## src/rtl/irq_agg_pkg.sv

```systemverilog
package irq_agg_pkg;
  localparam int REG_W  = 32;
  localparam int SUM_LO = 16;
  localparam int SUM_HI = 25;
  localparam int SUM_BIT = 15;
  localparam int TXIDLE_BIT = 9;
  localparam int PARITY_BIT = 23;
  // bits that can be set by an event (summary bit excluded: it is derived)
  localparam logic [REG_W-1:0] STORE_MASK = 32'h03F1_7F00;
  // bits that exist in the register view and in the mask
  localparam logic [REG_W-1:0] IMPL_MASK  = STORE_MASK | (32'd1 << SUM_BIT);
  // stored reset value: both reset-complete flags preset
  localparam logic [REG_W-1:0] STAT_RST   = 32'h0300_0000;

  typedef struct packed {
    logic clrStatus;
    logic ldMask;
    logic txIdleEvt;
    logic parityEvt;
  } strobe_t;
endpackage

```

## src/rtl/irq_agg_ctrl.sv

```systemverilog
module irq_agg_ctrl
  import irq_agg_pkg::*;
(
  input  logic    clk,
  input  logic    rstN,
  input  logic    rdEn,
  input  logic    wrEn,
  input  logic    regSel,
  input  logic    txIdle,
  input  logic    parityFlag,
  output strobe_t strb
);
  logic prevTxIdle;
  logic prevParity;

  always_ff @(posedge clk or negedge rstN) begin
    if (!rstN) begin
      prevTxIdle <= 1'b1;
      prevParity <= 1'b0;
    end else begin
      prevTxIdle <= txIdle;
      prevParity <= parityFlag;
    end
  end

  always_comb begin
    strb.clrStatus = rdEn && !regSel;
    strb.ldMask    = wrEn && regSel;
    strb.txIdleEvt = txIdle && !prevTxIdle;
    strb.parityEvt = parityFlag && !prevParity;
  end


  tx_idle_edge_chk: assert property (@(posedge clk) disable iff (!rstN)
    strb.txIdleEvt |-> (txIdle && !$past(txIdle)));

  parity_edge_chk: assert property (@(posedge clk) disable iff (!rstN)
    (parityFlag && $past(parityFlag)) |-> !strb.parityEvt);
endmodule

```

## src/rtl/irq_agg_dp.sv

```systemverilog
module irq_agg_dp
  import irq_agg_pkg::*;
(
  input  logic             clk,
  input  logic             rstN,
  input  strobe_t          strb,
  input  logic [REG_W-1:0] evtIn,
  input  logic [REG_W-1:0] wrData,
  input  logic             rdEn,
  input  logic             regSel,
  output logic [REG_W-1:0] rdData,
  output logic             irqOut
);
  logic [REG_W-1:0] statusReg, statusNext, statusView, viewNext;
  logic [REG_W-1:0] maskReg, maskNext, evtAll;

  function automatic logic [REG_W-1:0] viewOf(input logic [REG_W-1:0] s);
    logic [REG_W-1:0] v;
    v = s & STORE_MASK;
    v[SUM_BIT] = |s[SUM_HI:SUM_LO];
    return v;
  endfunction

  always_comb begin
    evtAll = evtIn;
    evtAll[TXIDLE_BIT] = evtIn[TXIDLE_BIT] | strb.txIdleEvt;
    evtAll[PARITY_BIT] = evtIn[PARITY_BIT] | strb.parityEvt;
    evtAll = evtAll & STORE_MASK;
    statusNext = ((strb.clrStatus ? '0 : statusReg) | evtAll) & STORE_MASK;
    maskNext   = strb.ldMask ? (wrData & IMPL_MASK) : maskReg;
    statusView = viewOf(statusReg);
    viewNext   = viewOf(statusNext);
  end

  always_ff @(posedge clk or negedge rstN) begin
    if (!rstN) begin
      statusReg <= STAT_RST;
      maskReg   <= '0;
      irqOut    <= 1'b0;
    end else begin
      statusReg <= statusNext;
      maskReg   <= maskNext;
      irqOut    <= |(viewNext & maskNext);
    end
  end

  always_comb begin
    if (!rdEn)       rdData = '0;
    else if (regSel) rdData = maskReg;
    else             rdData = statusView;
  end


  event_capture_chk: assert property (@(posedge clk) disable iff (!rstN)
    (|evtAll) |=> ((statusReg & $past(evtAll)) == $past(evtAll)));

  sticky_hold_chk: assert property (@(posedge clk) disable iff (!rstN)
    !strb.clrStatus |=> ((statusReg & $past(statusReg)) == $past(statusReg)));

  read_clear_chk: assert property (@(posedge clk) disable iff (!rstN)
    strb.clrStatus |=> ((statusReg & ~$past(evtAll)) == '0));

  irq_track_chk: assert property (@(posedge clk) disable iff (!rstN)
    irqOut == |(statusView & maskReg));

  mask_reserved_chk: assert property (@(posedge clk) disable iff (!rstN)
    (maskReg & ~IMPL_MASK) == '0);

  status_reserved_chk: assert property (@(posedge clk) disable iff (!rstN)
    (statusReg & ~STORE_MASK) == '0);
endmodule

```

## src/rtl/irq_status_agg.sv

```systemverilog
module irq_status_agg
  import irq_agg_pkg::*;
(
  input  logic             clk,
  input  logic             rstN,
  input  logic             rdEn,
  input  logic             wrEn,
  input  logic             regSel,
  input  logic [REG_W-1:0] wrData,
  output logic [REG_W-1:0] rdData,
  input  logic             txResetDone,
  input  logic             rxResetDone,
  input  logic             sysErr,
  input  logic             masterAbort,
  input  logic             targetAbort,
  input  logic             rxStatOvr,
  input  logic             phyIrq,
  input  logic             pmEvent,
  input  logic             swiCmd,
  input  logic             statService,
  input  logic             txUnderrun,
  input  logic             txIdle,
  input  logic             txPktErr,
  input  logic             parityFlag,
  output logic             irqOut
);
  strobe_t          strb;
  logic [REG_W-1:0] evtIn;

  always_comb begin
    evtIn     = '0;
    evtIn[25] = txResetDone;
    evtIn[24] = rxResetDone;
    evtIn[22] = sysErr;
    evtIn[21] = masterAbort;
    evtIn[20] = targetAbort;
    evtIn[16] = rxStatOvr;
    evtIn[14] = phyIrq;
    evtIn[13] = pmEvent;
    evtIn[12] = swiCmd;
    evtIn[11] = statService;
    evtIn[10] = txUnderrun;
    evtIn[8]  = txPktErr;
  end

  irq_agg_ctrl uCtrl (
    .clk(clk), .rstN(rstN), .rdEn(rdEn), .wrEn(wrEn), .regSel(regSel),
    .txIdle(txIdle), .parityFlag(parityFlag), .strb(strb)
  );

  irq_agg_dp uDp (
    .clk(clk), .rstN(rstN), .strb(strb), .evtIn(evtIn), .wrData(wrData),
    .rdEn(rdEn), .regSel(regSel), .rdData(rdData), .irqOut(irqOut)
  );
endmodule

```

## config.mk

```make
export PLATFORM = sky130hd
export DESIGN_NAME = irq_status_agg
export DESIGN_NICKNAME = d
export VERILOG_FILES = /design/src/rtl/irq_agg_pkg.sv /design/src/rtl/irq_agg_ctrl.sv /design/src/rtl/irq_agg_dp.sv /design/src/rtl/irq_status_agg.sv
export SDC_FILE = /design/constraint.sdc
export NUM_CORES = 1
export LEC_CHECK = 0
export ABC_AREA = 1
export BUFFER_PORTS_ARGS = -buffer_cell sky130_fd_sc_hd__buf_2
export CAP_MARGIN = 20
export CORE_MARGIN = 2
export CORE_UTILIZATION = 45
export DETAILED_ROUTE_END_ITERATION = 10
export PLACE_DENSITY = 0.87
export RECOVER_POWER = 50
export SYNTH_ARGS = -nofsm -noshare
export SYNTH_HDL_FRONTEND = slang
export SYNTH_SLANG_ARGS = --single-unit
```

## constraint.sdc

```tcl
create_clock -name clk -period 1.36 [get_ports clk]
set_input_delay 0.136 -clock clk [delete_from_list [all_inputs] [get_ports clk]]
set_output_delay 0.136 -clock clk [all_outputs]
set_load 0.05 [all_outputs]
```

Word-level counts from Yosys, hierarchy flattened
Cells that the tools add are included.
Cells by class
  muxes and demuxes: 4
  bitwise operators: 2
  reduce and logical (&&, ||, !) cells: 10
Operators with widths (number)
  32-bit two-way mux: 3
  26-bit by 32-bit AND with 32-bit output: 1
  32-bit OR reduction: 1
  26-bit two-way mux: 1
  26-bit bitwise OR: 1
  7-bit OR reduction: 2
  1-bit logical AND: 4
  1-bit zero test: 3
Storage, ports and cells
  flip-flop bits (word level): 49
  output and inout bits: 33
  logic and storage cells: 21

Longest topological paths before layout
Gate-level depths: netlist (run 1).
  depth in word-level cells: 7
  depth in mapped cells: 12

Hierarchy
A second synthesis (run 1) with hierarchy kept.
Unflattened totals
  cells, all modules: 242
  area total of the unflattened synthesis: 1765.4 um^2
By module, submodules not included
  irq_agg_dp: times used 1, cells each 231, area each 1680.4 um^2, seq. area each 753.2 um^2
  irq_agg_ctrl: times used 1, cells each 10, area each 81.3 um^2, seq. area each 51.3 um^2
  irq_status_agg: times used 1, cells each 1, area each 3.8 um^2, seq. area each 0.0 um^2

Worst setup path after synthesis (run 1)
No wires, ideal clock.
  kind: input-to-output
  from: input regSel
  to: output rdData[15]
  arrival time: 1.392 ns
  data required time: 1.224 ns
  setup slack: -0.168 ns
  stages on the path: 4
  buffers on the path: 2
  cells stage by stage: buf_6 > buf_2 > nor2_1 > a31oi_1
On the way
  word-level cells in the longest chain between the ends: 2
Ends and longest elaborated chain
  from (decl): RTL line irq_status_agg.sv:8  | input logic regSel,
  32-bit two-way mux: RTL line irq_agg_dp.sv:49  | else if (regSel) rdData = maskReg;
  32-bit two-way mux: RTL line irq_agg_dp.sv:48  | if (!rdEn) rdData = '0;
  to (decl): RTL line irq_status_agg.sv:10  | output logic [REG_W-1:0] rdData,
No other way between the ends.

Worst setup path after layout (run 1)
  from: register uDp.statusReg[23]
  to: output rdData[15]
On the way
  word-level cells in the longest chain between the ends: 3
Ends and longest elaborated chain
  from (decl): RTL line irq_agg_dp.sv:14  | logic [REG_W-1:0] statusReg, statusNext, statusView, viewNext;
  from (signal assigned): RTL line irq_agg_dp.sv:41  | statusReg <= statusNext;
  7-bit OR reduction: RTL line irq_agg_dp.sv:20  | v[SUM_BIT] = |s[SUM_HI:SUM_LO];
  32-bit two-way mux: RTL line irq_agg_dp.sv:49
  32-bit two-way mux: RTL line irq_agg_dp.sv:48
No other way between the ends.

==> results of run 1 <==
-- worst max-delay path, cell delays in order, from the launching register on --
cell and delay [ns]:
dfrtp_2 0.43, nor4_4 0.26, a31oi_2 0.13, buf_6 0.17
-- layout make-up --
cell class | instances | area share
well taps | 48 | 0.02691
repair buffers | 61 | 0.1648
flip-flops and latches | 32 | 0.3610
multi-input cells | 171 | 0.3615
inverters | 25 | 0.04428
clock buffers | 6 | 0.03700
clock inverters | 2 | 0.004484
-- stage by stage --
stage | hold WS, ns | worst slack, ns
floorplan | -0.1596 | 0.04702
global placement | 0.1724 | 0.06588
detailed placement | 0.1753 | 0.001274
CTS | 0.05211 | -0.07638
global route | 0.05411 | -0.1367
finish | 0.05620 | -0.06339
-- cell families (layout without fill, tap and decap cells) --
kind of cell	count (synthesis)	count (layout)	share of synthesized area
compound gates	23	23	0.07833
buf+inv	50	94	0.1588
other cells	1	17	0.002115
flops	32	32	0.4538
simple gates	130	130	0.2985
mux	1	1	0.008466
-- sequential cells by signal, summed over array words and instances, names as in the netlist --
register	cells
uDp.maskReg	15
uDp.statusReg	14
uCtrl.prevParity	1
uCtrl.prevTxIdle	1
uDp.irqOut	1
-- power by group through the flow --
stage / registers, mW / logic (mW) / clock network, mW
floorplan: 1.11 / 0.574 / 0
global placement: 1.11 / 0.692 / 0
detailed placement: 1.12 / 0.706 / 0
CTS: 1.10 / 0.744 / 0.765
global route: 1.12 / 0.813 / 0.814
finish: 1.11 / 0.744 / 0.750
-- repair_timing --
action / 4_1_cts / 5_1_grt
setup buffers: 2 / 0
hold endpoints to repair: 31 / 0
pin swaps: 2 / 1
setup endpoints to repair: 3 / 7
gates resized for setup: 13 / 4
hold buffers: 3 / 0
-- cells in the final DEF, fill, tap and decap left out, types with 4 or more instances in the layout --
master    count
nand2_1      79
buf_2        44
dfrtp_1      28
inv_1        22
nor2_1       18
conb_1       17
nand3_1      15
o21ai_0      12
nor2_2       12
buf_4         9
clkbuf_8      6
nand2_2       4
buf_6         4
-- per-layer routing --
layer  part of all wire  wire, um  global-route usage  vias to the layer above
li1                   -         -                   -                      809
met1               0.43      1756              0.2674                      718
met2               0.50      2063              0.3113                       49
met3              0.055       228             0.06588                        8
met4              0.020        82              0.1071                        0
met5                  0         0                   0                        -
-- final timing paths --
| check | start | to | slack, ns | cells past startpoint |
|---|---|---|---|---|
| max | uDp.statusReg[23] | rdData[15] | -0.06 | 3 |
| min | pmEvent | uDp.statusReg[13] | 0.06 | 3 |
| max reg2reg | uDp.statusReg[23] | uDp.irqOut | 0.08 | 7 |
| min reg2reg | uDp.maskReg[25] | uDp.maskReg[25] | 0.50 | 2 |
| max in group asynchronous | rstN | uDp.statusReg[23] | 0.29 | 3 |
| min in group asynchronous | rstN | uDp.statusReg[13] | 0.53 | 3 |
==> results by group, run 1 <==
Place
  • Cell Area, Placed: 0.002049 mm^2
  • Placed cells: 332
  • GPL Wtd Cong: 0.8372
  • Port buffer count: 49
  • DP Wirelength: 2941 um

Critical path
  • CP Data Required Time: 1.22 ns
  • Kind of critical path: flip-flop to output port
  • CP Max Fanout: 2
  • Crit path DAT: 1.29 ns
  • Startpoint Class: flip-flop
  • CP Capture Type: output port

Synthesis
  • Mapped Area: 0.001773 mm^2
  • Count leader, synth: nand2_1
  • Synth cell types: 21
  • Ranking of synthesized cells by area: dfrtp_1 (41%), nand2_1 (17%), buf_4 (7.2%), nor2_1 (6.4%), inv_1 (4.7%)
  • Syn Inst Count: ~240
  • Top cells by count, synth: nand2_1 (78), nor2_1 (30), dfrtp_1 (29)
  • Proportion of synthesized chip area in sequential cells: 0.4538
  • Synth area leader: dfrtp_1
  • Synth top area share: 0.4093
  • #FFs+latches synth: 32
  • Syn avg cell area: 7.481 um^2
  • Yosys warning count: 0
  • Ys async rst share: 1.000
  • Ys flop type: dfrtp_1
  • Number of flops mapped to enable cells by yosys: 0

STA
  • Slew of the pin with the lowest slew margin: between 0.7 and 0.8 ns
  • RSZ-0062 raised after global routing: true
  • Final Slew Violations: 0
  • Fin crit share: 1.047
  • Slew margin rel.: 0.4777
  • TNS Setup: -0.1157 ns
  • Clk_skew: 0.006949 ns
  • Tmin final: around 1.4 ns
  • Final Hold Fails: 0
  • Max frequency: ~700 MHz
  • Final count of negative-setup-slack endpoints: 2
  • Slack of the critical path: -0.06339 ns

Run status
  • Failing checks: setup timing
  • Status: complete, but fails checks

Floorplan
  • Cell Rows: 22
  • Ports: 84
  • Die Wd: 66.77 um
  • Core Area: 0.003716 mm^2
  • Die height: roughly 67 um
  • Die Area: around 0.0045 mm^2
  • Initial core utilization: 0.4771

Clock tree
  • Clk_lat worst skew: 0.29 ns
  • CTS tree: yes
  • H-tree levels: 2
  • # clock sinks: 32
  • Clock slew at reported path FFs: 0.07 ns
  • Root buf cell: clkbuf_8
  • Longest Clk Path Bufs: 2
  • TritonCTS buffer count: 5

Pwr
  • NetSw: 0.9317 mW
  • Pleak: 1.253 nW
  • Pwr Density: 1165 mW/mm^2
  • Seq pwr share: 0.426
  • Pint: approximately 1.7 mW
  • Share of power burned in combinational logic: 0.286
  • Clk network pwr share: 0.288
  • Sw Share: 0.3583
  • Final Power: around 2.6 mW
  • Max IR drop VDD: 0.0007146 V

Route
  • Avg Vias per Cell: ~4.6
  • Initial DRC count: 78
  • Mean routed wirelength per cell: approximately 12 um
  • Drc violations: 0
  • Total length of routed wires: 4131 um
  • TritonRoute pass-1 iters: 4
  • Via count: 1584
  • Post-route ant nets: 0

Cells and area
  • # diodes: 0
  • Design Area, Final: between 0.002 and 0.0025 mm^2
  • Area Overhead vs Synth: 25.90%
  • Sequential Area: 805.8 um^2
  • Final Util: 0.6007
  • Fillers: between 300 and 400
  • Layout cell share with drive strength beyond 1: 0.3300
  • Multi-input gate area: 807.0 um^2
  • Final cell count without fillers: roughly 350
  • Post-layout nets: 347

Global routing
  • Initial antenna violation count: 0
  • Largest net degree at the start of global routing: 33
  • Global-route wire length before repair: 6561 um
  • Tot GR Track Use: 0.2075
  • Remaining Overflow, GRT: 0
  • Vias in the first global route: 1487

Hold path
  • Worst Hold Class: input port to flip-flop

Run
  • Max-cap viol count: 0
(Power assumes the default switching activity.)
==> inputs of run 2 (changes only) <==
SLEW_MARGIN = 40   (was default)
TNS_END_PERCENT = 20   (was default)
==> run 2 against run 1 <==
Compared with the run above:
- highest routed layer unchanged
- combinational power shrank 4.7%
- via count grew 2.5%
- die area is the same
- utilization shrank 1.8 points
- largest power group unchanged
- critical path depth is the same
- total power shrank 4.0%
- the run still ends with setup timing left
- count of clock-buffer cells in the layout grew 1
- register-to-register slack gained 0.12 ns
==> results by group, run 2 (same netlist as run 1, synthesis figures left out) <==
Critical path
  • WP buf/inv: 1
  • CP Data Required Time: 1.22 ns
  • Startpoint Class: flip-flop
  • CP max stage cell: dfrtp_2
  • FF-to-FF Start: uDp.statusReg[16]
  • Kind of critical path: flip-flop to output port
  • Critical path's top delay family: flip-flops
  • CP Capture Type: output port
  • Peak per-stage delay on the critical path: 0.43 ns
  • CP Max Fanout: 4
  • Crit-path cells: nor4_4 > a31oi_2 > buf_6
  • Critical Path Source: uDp.statusReg[16]
  • Crit path DAT: 1.30 ns

Global routing
  • Tot GR Track Use: 0.2027
  • Global-route wire length before repair: 6679 um
  • Initial antenna violation count: 0
  • Vias in the first global route: 1493
  • Largest net degree at the start of global routing: 33
  • Remaining Overflow, GRT: 0

Cells and area
  • Max reg flops: 15
  • # diodes: 0
  • Fillers: approximately 380
  • Commonest cells after routing, fill and taps aside: nand2_1 (78), buf_2 (43), nor2_1 (28)
  • Post-layout nets: 345
  • Area Overhead vs Synth: 22.16%
  • Design Area, Final: 0.002166 mm^2
  • Reg with most FFs: uDp.maskReg
  • Multi-input gate area: between 700 and 800 um^2
  • Final Util: 0.5828
  • Top flop regs: uDp.maskReg (15), uDp.statusReg (14)
  • Most common cell after layout, fill and taps aside: nand2_1
  • Final cell count without fillers: around 340
  • Sequential Area: 807.0 um^2
  • Layout cell share with drive strength beyond 1: 0.2712

Route
  • Top layer in use: met4
  • WL met3: 278 um
  • Drc violations: 0
  • Total length of routed wires: 4089 um
  • TritonRoute pass-1 iters: 4
  • Via count: around 1.6k
  • Initial DRC count: 78
  • Post-route ant nets: 0
  • Metal-1 WL: 1695 um
  • Mean routed wirelength per cell: ~12 um
  • Avg Vias per Cell: 4.735
  • Metal2 WL: 2060 um

Clock tree
  • TritonCTS buffer count: 5
  • CTS tree: yes
  • Post-CTS setup buffers: 0
  • # clock sinks: 32
  • Longest Clk Path Bufs: 2
  • Clock slew at reported path FFs: 0.07 ns
  • H-tree levels: 2
  • Clk_lat worst skew: ~0.28 ns
  • Root buf cell: clkbuf_8

Place
  • GPL Wtd Cong: 0.8369
  • Port buffer count: 49
  • DP Wirelength: 2927 um
  • Cell Area, Placed: just over 0.002 mm^2
  • Placed cells: ~330

STA
  • Slew of the pin with the lowest slew margin: 0.7678 ns
  • Clk_skew: 0.008681 ns
  • Slack of the critical path: -0.07789 ns
  • Fin crit share: 1.057
  • RSZ-0062 raised after global routing: true
  • Final Hold Fails: 0
  • Max frequency: 695.5 MHz
  • TNS Setup: -0.1373 ns
  • Tmin final: 1.438 ns
  • Final count of negative-setup-slack endpoints: 2
  • Slew margin rel.: 0.4881
  • Final Slew Violations: 0

Floorplan
  • Die height: roughly 67 um
  • Core Area: 0.003716 mm^2
  • Initial core utilization: 0.4771
  • Cell Rows: 22
  • Die Area: 0.004458 mm^2
  • Ports: between 80 and 90
  • Die Wd: 66.77 um

Pwr
  • Pwr Density: 1152 mW/mm^2
  • Pleak: 1.228 nW
  • Max IR drop VDD: 0.0005733 V

Run status
  • Status: complete, but fails checks
  • Failing checks: setup timing

Hold path
  • Hold path start: txUnderrun
  • Worst Hold Class: input port to flip-flop

Run
  • Max-cap viol count: 0
## run 2: changes by cell type in the layout (fill, tap and decap cells not counted), sizes merged
cell / before / now
buf: 57 / 53
clkbuf: 7 / 10
clkinv: 2 / 1
## run 2: timing repair
| item | in CTS | in global routing |
|---|---|---|
| hold buffers | 3 | 0 |
| setup endpoints to repair | 3 | 6 |
| pin swaps | 2 | 2 |
| gates resized for setup | 7 | 6 |
| endpoints found under the hold margin | 31 | 0 |
## run 2: cell type report
type,count,share of cell area
Inverter,25,0.04564
Timing Repair Buffer,59,0.1664
Clock inverter,1,0.002311
Sequential cell,32,0.3726
Multi-Input combinational cell,171,0.3501
Clock buffer,7,0.03524
Tap cell,48,0.02773
## run 2: tightest hold or removal path, delay by kind of cell
family                 cells  cell delay, ns
buffers and inverters      2            0.10
and+or+nand+nor            1            0.06
## run 2: through the flow
| step | total power [mW] | hold slack (ns) | worst slack [ns] |
|---|---|---|---|
| 3_3_place_gp | 1.794 | 0.1680 | 0.07199 |
| 4_1_cts | 2.519 | 0.05097 | -0.1086 |
| 3_5_place_dp | 1.810 | 0.1758 | 0.03663 |
| 6_report | 2.495 | 0.05903 | -0.07789 |
| 2_1_floorplan | 1.662 | -0.1596 | -0.1030 |
| 5_1_grt | 2.634 | 0.07250 | -0.1256 |
## run 2: worst paths after layout
| path | slack, ns | end | cells after the start |
|---|---|---|---|
| setup / recovery | -0.08 | rdData[15] | 3 |
| min in group asynchronous | 0.55 | uDp.maskReg[20] | 3 |
| max in group asynchronous | 0.28 | uDp.statusReg[16] | 3 |
| hold reg to reg | 0.49 | uDp.statusReg[12] | 2 |
| hold / removal | 0.06 | uDp.statusReg[10] | 3 |
| setup reg to reg | 0.20 | uDp.irqOut | 6 |
## run 2: per-layer routing
metal | vias to the layer above | track usage
met2 | 61 | 0.3550
met4 | 0 | 0.06122
met5 | - | 0
li1 | 810 | -
met1 | 747 | 0.2574
met3 | 6 | 0.03041
## run 2: where the power goes
part           leakage (nW)  internal (mW)  total, mW  switching, mW
sequential            0.358           1.05       1.11         0.0575
combinational         0.828          0.202      0.709          0.507
clock                0.0422          0.358      0.681          0.323
total                  1.23           1.61       2.50          0.887
